[src/rtl/psr_pkg.sv]
package psr_pkg;
  localparam int unsigned PSR_W  = 32;
  localparam int unsigned LANE_W = 8;
  localparam int unsigned LANES  = PSR_W / LANE_W;
  localparam int unsigned MODE_W = 5;
  localparam int unsigned ROT_W  = 4;
  localparam int unsigned IMM_W  = 8;
  localparam int unsigned FLAG_W = 4;

  localparam logic [MODE_W-1:0] MODE_USER = 5'b10000;
  localparam logic [MODE_W-1:0] MODE_SVC  = 5'b10011;

  // supervisor mode, IRQ disable (bit 7) and FIQ disable (bit 6) set
  localparam logic [PSR_W-1:0] PSR_RESET = {{(PSR_W-8){1'b0}}, 2'b11, 1'b0, MODE_SVC};

  typedef logic [PSR_W-1:0] psr_word_t;
  typedef logic [LANES-1:0] lane_mask_t;

  typedef struct packed {
    logic n;
    logic z;
    logic c;
    logic v;
  } cond_flags_t;
endpackage

[src/rtl/psr_operand.sv]
module psr_operand
  import psr_pkg::*;
#(
  parameter int unsigned W     = PSR_W,
  parameter int unsigned IW    = IMM_W,
  parameter int unsigned RW    = ROT_W
) (
  input  logic          use_imm,
  input  logic [W-1:0]  reg_val,
  input  logic [IW-1:0] imm,
  input  logic [RW-1:0] rot,
  output logic [W-1:0]  word
);
  // W must be a power of two so that index truncation wraps the rotation
  localparam int unsigned IDX_W = $clog2(W);

  logic [W-1:0]     ext;
  logic [W-1:0]     rot_word;
  logic [IDX_W-1:0] amt;

  always_comb begin
    ext = {{(W-IW){1'b0}}, imm};
    amt = IDX_W'({rot, 1'b0});
    for (int i = 0; i < int'(W); i++) begin
      rot_word[i] = ext[IDX_W'(i) + amt];
    end
  end

  assign word = use_imm ? rot_word : reg_val;
endmodule

[src/rtl/psr_lane_gate.sv]
module psr_lane_gate
  import psr_pkg::*;
#(
  parameter int unsigned NL = LANES,
  parameter int unsigned MW = MODE_W
) (
  input  logic [NL-1:0] req_mask,
  input  logic [MW-1:0] mode,
  input  logic          use_imm,
  output logic [NL-1:0] lane_en
);
  localparam logic [NL-1:0] TOP_ONLY = {1'b1, {(NL-1){1'b0}}};

  logic          restricted;
  logic [NL-1:0] allowed;

  always_comb begin
    restricted = (mode == MW'(MODE_USER)) || use_imm;
    allowed    = restricted ? TOP_ONLY : {NL{1'b1}};
    lane_en    = req_mask & allowed;
  end
endmodule

[src/rtl/psr_bank.sv]
module psr_bank
  import psr_pkg::*;
#(
  parameter int unsigned W  = PSR_W,
  parameter int unsigned LW = LANE_W,
  parameter int unsigned FW = FLAG_W
) (
  input  logic             clk,
  input  logic             rst_n,
  input  logic             we_cur,
  input  logic             we_sav,
  input  logic [W/LW-1:0]  lane_en,
  input  logic [W-1:0]     wdata,
  input  logic             flag_ld,
  input  logic [FW-1:0]    flag_in,
  output logic [W-1:0]     cur_q,
  output logic [W-1:0]     sav_q
);
  localparam int unsigned NL  = W / LW;
  localparam int unsigned TOP = NL - 1;

  logic [W-1:0] cur_nxt;
  logic [W-1:0] sav_nxt;
  logic [W-1:0] cur_base;
  logic         cur_ce;
  logic         sav_ce;

  // flag load first, then any write lane replaces the whole byte
  always_comb begin
    cur_base = cur_q;
    if (flag_ld) cur_base[W-1 -: FW] = flag_in;
  end

  for (genvar l = 0; l < int'(NL); l++) begin : g_lane
    always_comb begin
      cur_nxt[l*LW +: LW] = (we_cur && lane_en[l]) ? wdata[l*LW +: LW] : cur_base[l*LW +: LW];
      sav_nxt[l*LW +: LW] = (we_sav && lane_en[l]) ? wdata[l*LW +: LW] : sav_q[l*LW +: LW];
    end
  end

  always_comb begin
    cur_ce = flag_ld || (we_cur && (|lane_en));
    sav_ce = we_sav && (|lane_en);
  end

  always_ff @(posedge clk or negedge rst_n) begin
    if (!rst_n) begin
      cur_q <= W'(PSR_RESET);
    end else if (cur_ce) begin
      cur_q <= cur_nxt;
    end
  end

  always_ff @(posedge clk or negedge rst_n) begin
    if (!rst_n) begin
      sav_q <= W'(PSR_RESET);
    end else if (sav_ce) begin
      sav_q <= sav_nxt;
    end
  end

  // flag load lands when no flag-lane write competes
  assert_flag_load_R7: assert property (@(posedge clk) disable iff (!rst_n)
    (flag_ld && !(we_cur && lane_en[TOP])) |=> (cur_q[W-1 -: FW] == $past(flag_in)));

  // competing flag-lane write owns the top byte
  assert_write_wins_R8: assert property (@(posedge clk) disable iff (!rst_n)
    (flag_ld && we_cur && lane_en[TOP]) |=> (cur_q[W-1 -: LW] == $past(wdata[W-1 -: LW])));
endmodule

[src/rtl/psr_write_unit.sv]
module psr_write_unit
  import psr_pkg::*;
(
  input  logic               clk,
  input  logic               rst_n,
  input  logic               sel_saved,
  input  logic               wr_en,
  input  logic [LANES-1:0]   field_mask,
  input  logic               src_imm,
  input  logic [PSR_W-1:0]   src_reg,
  input  logic [IMM_W-1:0]   imm_val,
  input  logic [ROT_W-1:0]   imm_rot,
  input  logic [MODE_W-1:0]  exec_mode,
  input  logic               flag_ld,
  input  logic [FLAG_W-1:0]  flag_in,
  output logic [PSR_W-1:0]   rd_value,
  output logic [PSR_W-1:0]   cur_psr,
  output logic [PSR_W-1:0]   saved_psr
);
  localparam int unsigned LOW_W = PSR_W - LANE_W;

  logic        rst_meta_n;
  logic        rst_sync_n;
  psr_word_t   src_word;
  lane_mask_t  lane_en;
  logic        we_cur;
  logic        we_sav;
  cond_flags_t flags_new;

  // asynchronous assert, synchronous release
  always_ff @(posedge clk or negedge rst_n) begin
    if (!rst_n) begin
      rst_meta_n <= 1'b0;
      rst_sync_n <= 1'b0;
    end else begin
      rst_meta_n <= 1'b1;
      rst_sync_n <= rst_meta_n;
    end
  end

  psr_operand #(.W(PSR_W), .IW(IMM_W), .RW(ROT_W)) u_operand (
    .use_imm (src_imm),
    .reg_val (src_reg),
    .imm     (imm_val),
    .rot     (imm_rot),
    .word    (src_word)
  );

  psr_lane_gate #(.NL(LANES), .MW(MODE_W)) u_gate (
    .req_mask (field_mask),
    .mode     (exec_mode),
    .use_imm  (src_imm),
    .lane_en  (lane_en)
  );

  always_comb begin
    we_cur    = wr_en && !sel_saved;
    we_sav    = wr_en && sel_saved;
    flags_new = cond_flags_t'(flag_in);
  end

  psr_bank #(.W(PSR_W), .LW(LANE_W), .FW(FLAG_W)) u_bank (
    .clk     (clk),
    .rst_n   (rst_sync_n),
    .we_cur  (we_cur),
    .we_sav  (we_sav),
    .lane_en (lane_en),
    .wdata   (src_word),
    .flag_ld (flag_ld),
    .flag_in (flags_new),
    .cur_q   (cur_psr),
    .sav_q   (saved_psr)
  );

  assign rd_value = sel_saved ? saved_psr : cur_psr;

  assert_user_flag_only_R5: assert property (@(posedge clk) disable iff (!rst_sync_n)
    (wr_en && !sel_saved && exec_mode == MODE_USER) |=>
      (cur_psr[LOW_W-1:0] == $past(cur_psr[LOW_W-1:0])));

  assert_imm_flag_only_R6: assert property (@(posedge clk) disable iff (!rst_sync_n)
    (wr_en && sel_saved && src_imm) |=>
      (saved_psr[LOW_W-1:0] == $past(saved_psr[LOW_W-1:0])));

  assert_live_write_isolation_R4: assert property (@(posedge clk) disable iff (!rst_sync_n)
    (wr_en && !sel_saved) |=> $stable(saved_psr));

  assert_banked_write_isolation_R4: assert property (@(posedge clk) disable iff (!rst_sync_n)
    (wr_en && sel_saved && !flag_ld) |=> $stable(cur_psr));

  assert_idle_hold_R9: assert property (@(posedge clk) disable iff (!rst_sync_n)
    (!wr_en && !flag_ld) |=> ($stable(cur_psr) && $stable(saved_psr)));
endmodule

[config.mk]
export PLATFORM = sky130hd
export DESIGN_NAME = psr_write_unit
export DESIGN_NICKNAME = d
export VERILOG_FILES = /design/src/rtl/psr_pkg.sv /design/src/rtl/psr_operand.sv /design/src/rtl/psr_lane_gate.sv /design/src/rtl/psr_bank.sv /design/src/rtl/psr_write_unit.sv
export SDC_FILE = /design/constraint.sdc
export NUM_CORES = 1
export LEC_CHECK = 0
export ABC_AREA = 0
export BUFFER_PORTS_ARGS = -buffer_cell sky130_fd_sc_hd__buf_2
export CORE_MARGIN = 3
export CORE_UTILIZATION = 48
export DETAILED_ROUTE_END_ITERATION = 10
export HOLD_SLACK_MARGIN = 0.02
export PLACE_DENSITY = 0.8
export RECOVER_POWER = 50
export SYNTH_ARGS = -nofsm -noshare
export SYNTH_HDL_FRONTEND = slang
export SYNTH_HIERARCHICAL = 1
export SYNTH_SLANG_ARGS = --single-unit
[constraint.sdc]
create_clock -name clk -period 2.7 [get_ports clk]
set_input_delay 0.27 -clock clk [delete_from_list [all_inputs] [get_ports clk]]
set_output_delay 0.27 -clock clk [all_outputs]
set_load 0.02 [all_outputs]
==> metrics.md, run 1 <==
| Metric | Value |
|---|---|
| Status | finished, final reports clean |
| Clk_lat worst skew | around 0.33 ns |
| Grt ovf | 0 |
| Synth cell types | 41 |
| Residual DRC | 0 |
| XOR/XNOR share of the synthesized area | 1.70% |
| WP buf/inv | 2 |
| Worst hold-check path type | primary input to asynchronous set/reset pin |
| Final ANT Viol Nets | 0 |
| Layout cell share with drive strength beyond 1 | between 50 and 60% |
| Synth Area in Compound Gates | under 10% |
| Initial antenna violation count | 0 |
| Worst R2R Path Depth | 1 |
| Mux share of post-synthesis cell area | between 30% and 40% |
| Placed Area | just under 5000 um^2 |
| Worst hold slack | 0.239 ns |
| Final Util | 61.6% |
| Async S/R FF share, synth | 100% |
| Sw Pwr | approximately 1300 uW |
| Req. time, crit path | 2.91 ns |
| Syn avg cell area | between 10 and 15 um^2 |
| Unrepaired setup endpoints after global routing | false |
| PostCTS Resize Cnt | 0 |
| Die footprint | just under 10000 um^2 |
| Final-report hold violation count | 0 |
| Worst EP arrival | roughly 2.3 ns |
| Via density | 5.42 |
| Tot GR Track Use | 22.5% |
| Sw frac | between 30% and 40% |
| Pre-antenna DRT Iters | 4 |
| Yosys reg bits | 66 |
| Clock Power Share | 23.9% |
| Root Driver | clkbuf_8 |
| Total core area | approximately 8300 um^2 |
| Yosys Warn Count | 6 |
| Design Area, Final | around 5100 um^2 |
| Final #Nets | approximately 570 |
| Post-Synth Adder-Cell Area | under 10% |
| Post-Synthesis Cells | ~340 |
| Ant. Diodes | 0 |
| Total power | around 3600 uW |
| CP startpoint kind | primary input |
| Chip width | approximately 99 um |
| Headroom to the max-slew limit | 11.8% |
| Register area share after synthesis | between 40% and 50% |
| Crit Path Category | primary input to register |
| Post-CTS setup buffers | 0 |
| Port bufs | between 150 and 200 |
| CTS tree | yes |
| Total CTS buffers | 9 |
| Post-DP HPWL | between 8000 and 9000 um |
| CP max stage delay | around 0.6 ns |
| DR iter-0 viols | ~130 |
| Clock skew | 0.0120 ns |
| Vias post-DR | roughly 3300 |
| Reg clk slew, reported paths | roughly 0.08 ns |
| Logic pwr share | ~38% |
| CP Max Fanout | 8 |
| MaxCap Viol Count | 0 |
| Pleak | around 0.0025 uW |
| R2R Path Start | rst_sync_n |
| Maximum vdd drop | between 0.0005 and 0.0006 V |
| Post-synth net total | 406 |
| Overall die height | around 100 um |
| Top Family by Delay on Critical Path | multiplexers |
| Clock buffer depth | 2 |
| Slew @ Worst Pin | 1.32 ns |
| Area Growth Syn to Fin | 23.8% |
| Cell Area, Synth | a little over 4000 um^2 |
| RePlAce Congestion | between 0.8 and 0.9 |
| FMAX | approximately 470 MHz |
| Power Dens Cells | 705 nW/um^2 |
| First-pass GRT wire length | 17400 um |
| Post-Route WL | around 11000 um |
| Reg2reg setup slack | between 0.9 and 1 ns |
| Reg2reg end | u_bank/sav_q[14] |
| # hold bufs at CTS | 1 |
| Setup violators final | 0 |
| Vias in the first global route | about 3400 |
| Largest net degree at the start of global routing | between 40 and 50 |
| WL per Instance | 18.0 um |
| CTS H-Tree Depth | 3 |
| Largest family of logic cells by synthesized area | multiplexers |
| Top FF cell, synth | dfrtp_1 |
| Fillers | approximately 730 |
| Minimum clock period | roughly 2.1 ns |
| Crit-path slowest cell | mux4_2 |
| FP Rows | 33 |
| Number of flops mapped to enable cells by yosys | 0 |
| Clock Sinks | 66 |
| Setup TNS | 0 ns |
| Critical-path cell list | buf_2 -> inv_1 -> ha_1 -> mux4_2 -> nand2_1 -> o32ai_1 -> mux2_2 |
| Final worst path period share | between 70 and 80% |
| Io pins | around 160 |
| CP Capture Type | register |
| Final Max Tran Viols | 0 |
| Simple logic cell fraction of the synthesized area | between 6 and 7% |
| Internal power | ~2300 uW |
| Starting density of the core | between 40% and 50% |
| Seq pwr share | 38.5% |
worst max path at each step:
stage                        to  cells after the start        from  slack (ns)
2_1_floorplan  u_bank/cur_q[19]                      8  imm_rot[0]        0.56
3_3_place_gp   u_bank/cur_q[11]                      7  imm_rot[1]        0.38
3_5_place_dp   u_bank/cur_q[11]                      7  imm_rot[1]        0.26
4_1_cts        u_bank/cur_q[11]                      7  imm_rot[1]        0.61
5_1_grt        u_bank/cur_q[11]                      7  imm_rot[1]        0.50
6_report       u_bank/cur_q[11]                      7  imm_rot[1]        0.57
power groups by stage:
stage          Sequential (uW)  Clock (uW)  Combinational [uW]
3_3_place_gp              1380           0                1380
4_1_cts                   1380         880                1410
6_report                  1390         861                1360
2_1_floorplan             1630           0                 706
3_5_place_dp              1400           0                1410
5_1_grt                   1430         929                1440
registers in the layout, summed over array words and instances, names as in the netlist:
name          cells
rst_sync_n        1
u_bank/cur_q     32
rst_meta_n        1
u_bank/sav_q     32
metal layers:
layer,up-vias,track usage [%],part of all wire (%)
li1,1531,-,-
met4,0,6.51,1.7
met3,10,5.59,6.2
met2,124,37.6,50
met5,-,0,0
met1,1626,29.0,43
synth_stat cells, types with 4 or more instances:
cell type | count | area share, %
mux4_2 | 4 | 2.2
nor2b_1 | 11 | 1.7
ha_1 | 7 | 2.1
mux2_2 | 70 | 19
mux2_4 | 28 | 10
a31o_1 | 4 | 0.85
nand2_1 | 4 | 0.36
o32ai_1 | 8 | 1.7
buf_4 | 4 | 0.73
a21oi_1 | 5 | 0.61
nand2_2 | 7 | 1.1
buf_2 | 4 | 0.49
nand3_1 | 10 | 1.2
nand2b_1 | 4 | 0.61
o22ai_1 | 16 | 2.4
dfstp_2 | 10 | 6.4
xnor2_1 | 7 | 1.5
mux2i_1 | 12 | 2.9
inv_1 | 30 | 2.7
dfrtp_1 | 56 | 34
a31o_2 | 4 | 0.85
o21ai_0 | 4 | 0.49
layout by cell type, fill, tap and decap left out, types with 2 or more instances in the layout:
master | Yosys | final
buf_4 | 4 | 7
nor2b_1 | 11 | 11
nand2b_1 | 4 | 4
mux2_2 | 70 | 70
and2_4 | 2 | 2
a31o_1 | 4 | 4
nand3b_1 | 2 | 2
mux4_2 | 4 | 4
o22ai_1 | 16 | 16
and2_1 | 2 | 2
clkbuf_8 | 0 | 12
dfrtp_1 | 56 | 56
o32ai_1 | 8 | 8
nand2_2 | 7 | 7
xnor2_1 | 7 | 7
a21oi_1 | 5 | 5
clkbuf_1 | 1 | 58
mux2_4 | 28 | 28
buf_2 | 4 | 103
a311oi_1 | 2 | 2
mux2i_1 | 12 | 12
nand2_1 | 4 | 4
inv_1 | 30 | 30
nand3_1 | 10 | 10
dfstp_2 | 10 | 10
o21ai_0 | 4 | 4
a31o_2 | 4 | 4
ha_1 | 7 | 7
logic make-up (layout without fill, tap and decap cells):
kind of cell / Yosys count / count (layout)
DFF: 66 / 66
adders and majority gates: 7 / 7
xor gates and xnor gates: 8 / 8
AOI/OAI and AO/OA: 47 / 47
other: 1 / 1
muxes: 114 / 114
and+or+nand+nor: 45 / 45
buffers and inverters: 48 / 214
final cells by class:
| type | count | area (um^2) | share of cell area (%) |
|---|---|---|---|
| clock buffers | 14 | 173 | 3.38 |
| clock inverters | 2 | 35.0 | 0.685 |
| inverters | 30 | 113 | 2.20 |
| multi-input cells | 222 | 2200 | 43.1 |
| flip-flops and latches | 66 | 1660 | 32.6 |
| well taps | 105 | 131 | 2.57 |
| repair buffers | 168 | 793 | 15.5 |
per-stage QoR:
| stage | setup slack, ns | std cells |
|---|---|---|
| 6_report | 0.574 | 607 |
| 3_3_place_gp | 0.384 | 590 |
| 2_1_floorplan | 0.556 | 336 |
| 4_1_cts | 0.607 | 607 |
| 3_5_place_dp | 0.262 | 590 |
| 5_1_grt | 0.500 | 607 |
Note: power is estimated with default switching activity, not from simulation.
==> run 2, diff against run 1 <==
ABC_AREA = 1   (was 0)
CORE_UTILIZATION = 45   (was 48)
PLACE_DENSITY = 0.78   (was 0.8)
clock period = 1.7 ns   (was 2.7 ns; I/O delays follow)
==> metrics.md, run 2 <==
| Metric | Value |
|---|---|
| Worst hold-check path type | primary input to asynchronous set/reset pin |
| Port bufs | 158 |
| Yosys reg bits | 66 |
| Layout cell share with drive strength beyond 1 | between 20% and 30% |
| Clock skew | about 0.0075 ns |
| PostCTS Resize Cnt | 0 |
| CP startpoint kind | primary input |
| Status | finished, final reports clean |
| Final Max Tran Viols | 0 |
| Root Driver | clkbuf_8 |
| Residual DRC | 0 |
| Die footprint | around 10000 um^2 |
| Pleak | between 0.002 and 0.003 uW |
| Crit Path Category | primary input to register |
| Sw Pwr | roughly 2000 uW |
| Grt met2 use | between 30% and 40% |
| RePlAce Congestion | approximately 0.9 |
| Register area share after synthesis | 40.4% |
| Power Dens Cells | between 1000 and 1500 nW/um^2 |
| Vias in the first global route | 4016 |
| MaxCap Viol Count | 0 |
| Minimum clock period | 1.43 ns |
| Setup TNS | 0 ns |
| Setup ws final | ~0.27 ns |
| Chip width | ~100 um |
| Slew @ Worst Pin | ~0.87 ns |
| Worst setup path endpoint | u_bank/cur_q[7] |
| Final #Nets | 818 |
| Leading cell types in the layout, fill and taps excluded | nand2_1, buf_2, dfrtp_1, inv_1 |
| First-pass GRT wire length | around 19000 um |
| Clock Power Share | about a quarter |
| Syn avg cell area | between 6 and 7 um^2 |
| Placed Cells | 844 |
| GR peak layer | met2 |
| Post-CTS setup buffers | 0 |
| Largest net degree at the start of global routing | 65 |
| Sw frac | around two fifths |
| Overall die height | approximately 100 um |
| Grt ovf | 0 |
| Synth cell types | 28 |
| Clock buffer depth | 2 |
| Final worst path period share | between 80 and 90% |
| Final-report hold violation count | 0 |
| Grt met1 use | approximately 30% |
| Top FF cell, synth | dfrtp_1 |
| Async S/R FF share, synth | 100% |
| Reg clk slew, reported paths | roughly 0.07 ns |
| Post-DP HPWL | 9450 um |
| Pre-antenna DRT Iters | 5 |
| Ranking of synthesized cells by instance count | nand2_1, dfrtp_1, inv_1, nand3_1, o21ai_0 |
| CTS tree | yes |
| Ranking of synthesized cells by area | dfrtp_1, nand2_1, dfstp_2 |
| Reg2reg setup slack | around 0.65 ns |
| Starting density of the core | between 40% and 50% |
| Maximum vdd drop | 0.000393 V |
| Cell Area, Synth | roughly 4100 um^2 |
| Met3 Resource Use GR | between 4 and 5% |
| DR iter-0 viols | between 200 and 300 |
| Headroom to the max-slew limit | roughly 42% |
| Clock Sinks | 66 |
| Area Growth Syn to Fin | 23.2% |
| Unrepaired setup endpoints after global routing | false |
| Post-synth top area cell | dfrtp_1 |
| Cell with the most instances after synthesis | nand2_1 |
| Final ANT Viol Nets | 0 |
| Via density | 5.06 |
| Worst R2R Path Depth | 1 |
| R2R Path Start | rst_sync_n |
| # hold bufs at CTS | 1 |
| FP Rows | 34 |
| CP startpoint | imm_rot[0] |
| Yosys top cell area share | roughly a third |
| CTS H-Tree Depth | 3 |
| Worst EP arrival | around 1.7 ns |
| Total core area | 8810 um^2 |
| CP Max Fanout | 7 |
| Pre-CTS setup slack | -0.0382 ns |
| Most common cell after layout, fill and taps aside | nand2_1 |
| WL per Instance | between 10 and 15 um |
| Yosys Warn Count | 6 |
| Layout Cells excl Fill | about 860 |
| Largest regs | u_bank/cur_q: 32 flops, u_bank/sav_q: 32 flops |
| Reg2reg end | u_bank/cur_q[17] |
| Clk_lat worst skew | about 0.33 ns |
| Io pins | roughly 160 |
| Post-synth net total | approximately 660 |
| Post-Synthesis Cells | between 500 and 600 |
| Worst hold slack | roughly 0.14 ns |
| CP Capture Type | register |
| Tot GR Track Use | 23.1% |
| Initial antenna violation count | 1 |
| Number of flops mapped to enable cells by yosys | 0 |
| Vias post-DR | 4360 |
| Req. time, crit path | 1.95 ns |
| FMAX | about 700 MHz |
| Logic pwr share | between 30% and 40% |
| Post-Route WL | roughly 12000 um |
| Seq pwr share | approximately two fifths |
| Internal power | 3210 uW |
| Setup violators final | 0 |
| Total CTS buffers | 9 |
==> run 2: changes by cell type in the layout (fill, tap and decap cells not counted), moves of 15 or more <==
cell,previous run,this run
nor2_1,0,22
nand2_2,7,22
nand3_1,10,41
inv_1,30,54
o21ai_1,0,27
o22ai_1,16,0
o21ai_0,4,43
mux2_4,28,0
mux2_2,70,0
nand2_1,4,257
clkbuf_1,58,43
==> run 2: cell families (layout without fill, tap and decap cells) <==
family	Yosys count	count (layout)	synth area share, %
and+or+nand+nor	358	358	36.7
xor gates and xnor gates	2	2	0.426
AOI/OAI and AO/OA	75	75	9.49
other	1	2	0.0911
DFF	66	66	40.4
buffers and inverters	83	244	10.8
adders and majority gates	7	7	2.13
==> run 2: per-layer routing <==
layer  share of wire, %  routed length [um]  vias up
met4                2.6                 307        0
met2                 49                5860      140
met3                5.4                 650       27
li1                   -                   -     2168
met1                 43                5190     2025
met5                  0                   0        -
==> run 2: metrics by stage <==
step / utilization, % / total power, uW / instance area [um^2]
5_1_grt: 57.6 / 5490 / 5070
4_1_cts: 58.3 / 5280 / 5130
6_report: 57.6 / 5190 / 5070
3_5_place_dp: 55.8 / 3900 / 4910
2_1_floorplan: - / 3240 / 4120
3_3_place_gp: 55.8 / 3850 / 4910
==> run 2: worst min-delay path by stage <==
stage	slack, ns	depth (start not counted)	startpoint	to
floorplan	-0.13	0	rst_n	rst_meta_n
global placement	-0.04	1	rst_n	rst_meta_n
detailed placement	-0.04	1	rst_n	rst_meta_n
CTS	0.12	2	rst_n	rst_sync_n
global route	0.14	2	rst_n	rst_meta_n
finish	0.14	2	rst_n	rst_meta_n
==> run 2: power groups by stage <==
| stage | Sequential (uW) | Combinational [uW] | Clock, uW |
|---|---|---|---|
| after floorplan | 2420 | 822 | 0 |
| after CTS | 2080 | 1790 | 1400 |
| after global placement | 2100 | 1750 | 0 |
| final | 2090 | 1730 | 1380 |
| after global routing | 2130 | 1910 | 1460 |
| after detailed placement | 2110 | 1790 | 0 |
==> run 2: worst max-delay path, stage by stage <==
cell      delay, ns
clkbuf_1       0.13
inv_2          0.08
ha_1           0.36
inv_1          0.11
nand3_1        0.14
nand3_1        0.12
o21ai_0        0.28
inv_1          0.09
o21ai_0        0.19
==> run 2: layout make-up <==
cell class                      count  area [um^2]
Antenna cell                        1         2.50
Clock buffer                       14          173
Clock inverter                      2         35.0
Fill cell                         850         3740
Inverter                           59          226
Multi-Input combinational cell    443         2010
Sequential cell                    66         1670
Tap cell                          108          135
Timing Repair Buffer              169          825
==> run 3, diff against run 2 <==
CORE_UTILIZATION = 48   (was 45)
PLACE_DENSITY = 0.8   (was 0.78)
clock period = 1.5 ns   (was 1.7 ns; I/O delays follow)
==> metrics.md, run 3 (synthesis results as in run 2) <==
| Metric | Value |
|---|---|
| R2R Path Start | rst_sync_n |
| Final #Nets | a little over 800 |
| CP startpoint | imm_rot[1] |
| WL per Instance | 14.6 um |
| CP startpoint kind | primary input |
| Post-CTS setup buffers | 0 |
| Area Growth Syn to Fin | 25.3% |
| Status | finished, final reports clean |
| Io pins | 159 |
| Chip width | about 100 um |
| CTS tree | yes |
| PostCTS Resize Cnt | 0 |
| Worst hold slack | approximately 0.12 ns |
| Placed Area | roughly 5000 um^2 |
| Req. time, crit path | 1.75 ns |
| GR peak layer | met2 |
| Initial antenna violation count | 0 |
| Minimum clock period | around 1.3 ns |
| Final Max Tran Viols | 0 |
| Largest regs | u_bank/cur_q: 32 flops, u_bank/sav_q: 32 flops |
| Post-Route WL | around 13000 um |
| RePlAce Congestion | around 0.99 |
| Ant. Diodes | 0 |
| CP Max Fanout | 6 |
| Grt met2 use | between 40% and 50% |
| Layout cell share with drive strength beyond 1 | 26.5% |
| Power Dens Cells | roughly 1200 nW/um^2 |
| Clock skew | 0.00993 ns |
| Most common cell after layout, fill and taps aside | nand2_1 |
| Tot GR Track Use | approximately a quarter |
| Pre-antenna DRT Iters | 5 |
| Worst setup path endpoint | u_bank/cur_q[7] |
| Clock buffer depth | 2 |
| Reg clk slew, reported paths | around 0.07 ns |
| CP Capture Type | register |
| Total CTS buffers | 9 |
| Total core area | slightly above 8000 um^2 |
| MaxCap Viol Count | 0 |
| Pre-CTS setup slack | -0.170 ns |
| Clock Sinks | 66 |
| Vias post-DR | around 4500 |
| Reg2reg end | u_bank/sav_q[11] |
| Residual DRC | 0 |
| Setup TNS | 0 ns |
| # hold bufs at CTS | 1 |
| Starting density of the core | 49.8% |
| Reg2reg setup slack | 0.44 ns |
| DR iter-0 viols | about 280 |
| Met3 Resource Use GR | under 10% |
| Maximum vdd drop | between 0.0004 and 0.0005 V |
| Worst hold-check path type | primary input to asynchronous set/reset pin |
| Post-DP HPWL | a little under 10000 um |
| Root Driver | clkbuf_8 |
| CTS H-Tree Depth | 3 |
| Clk_lat worst skew | approximately 0.35 ns |
| Final worst path period share | 89.8% |
| FMAX | 743 MHz |
| Total power | 6100 uW |
| Headroom to the max-slew limit | between 40% and 50% |
| Final ANT Viol Nets | 0 |
| Die footprint | approximately 10000 um^2 |
| Via density | just over 5 |
| Crit Path Category | primary input to register |
| FP Rows | 33 |
| Worst EP arrival | between 1.5 and 2 ns |
| Largest net degree at the start of global routing | 65 |
| Pleak | between 0.002 and 0.003 uW |
| Final-report hold violation count | 0 |
| Leading cell types in the layout, fill and taps excluded | nand2_1, buf_2, inv_1, dfrtp_1, o21ai_0 |
| Port bufs | between 150 and 200 |
| Design Area, Final | between 5000 and 6000 um^2 |
| Setup violators final | 0 |
| Grt met1 use | 34.8% |
| Slew @ Worst Pin | approximately 0.89 ns |
| Vias in the first global route | ~4400 |
| Overall die height | between 90 and 100 um |
| Unrepaired setup endpoints after global routing | false |
| Grt ovf | 0 |
| First-pass GRT wire length | 20900 um |
| Setup ws final | between 0.15 and 0.2 ns |
| Worst R2R Path Depth | 1 |
-- run 3: worst max-delay path, stage by stage --
cell and delay (ns):
buf_2 0.09, inv_1 0.06, buf_4 0.17, ha_1 0.19, nand2_1 0.11, nand2_1 0.09
nand2_1 0.07, nand3_1 0.08, o21ai_0 0.28, inv_1 0.11, o21ai_0 0.18
-- run 3: power breakdown --
part           switching, uW  internal (uW)
clock                    695           1030
combinational           1360            646
sequential               258           2110
total                   2320           3780
-- run 3: worst min-delay path by stage --
stage,slack [ns],to
2_1_floorplan,-0.15,rst_meta_n
3_3_place_gp,-0.07,rst_meta_n
3_5_place_dp,-0.06,rst_meta_n
4_1_cts,0.10,rst_sync_n
5_1_grt,0.12,rst_meta_n
6_report,0.12,rst_meta_n
-- run 3: through the flow --
stage          util [%]  cells
6_report           62.4    867
5_1_grt            62.4    867
4_1_cts            63.2    867
3_5_place_dp       60.3    850
3_3_place_gp       60.3    850
2_1_floorplan         -    592
-- run 3: layout make-up --
cell class	count	area, um^2
inverters	59	226
clock buffers	12	155
multi-input cells	443	2010
flip-flops and latches	66	1670
fillers	793	3100
repair buffers	178	895
well taps	105	131
clock inverters	4	73.8
-- run 3: layer usage --
layer / wire (um) / share of wire [%] / vias up
li1: - / - / 2182
met1: 5250 / 41 / 2039
met2: 6080 / 48 / 202
met3: 905 / 7.1 / 39
met4: 461 / 3.6 / 0
met5: 0 / 0 / -
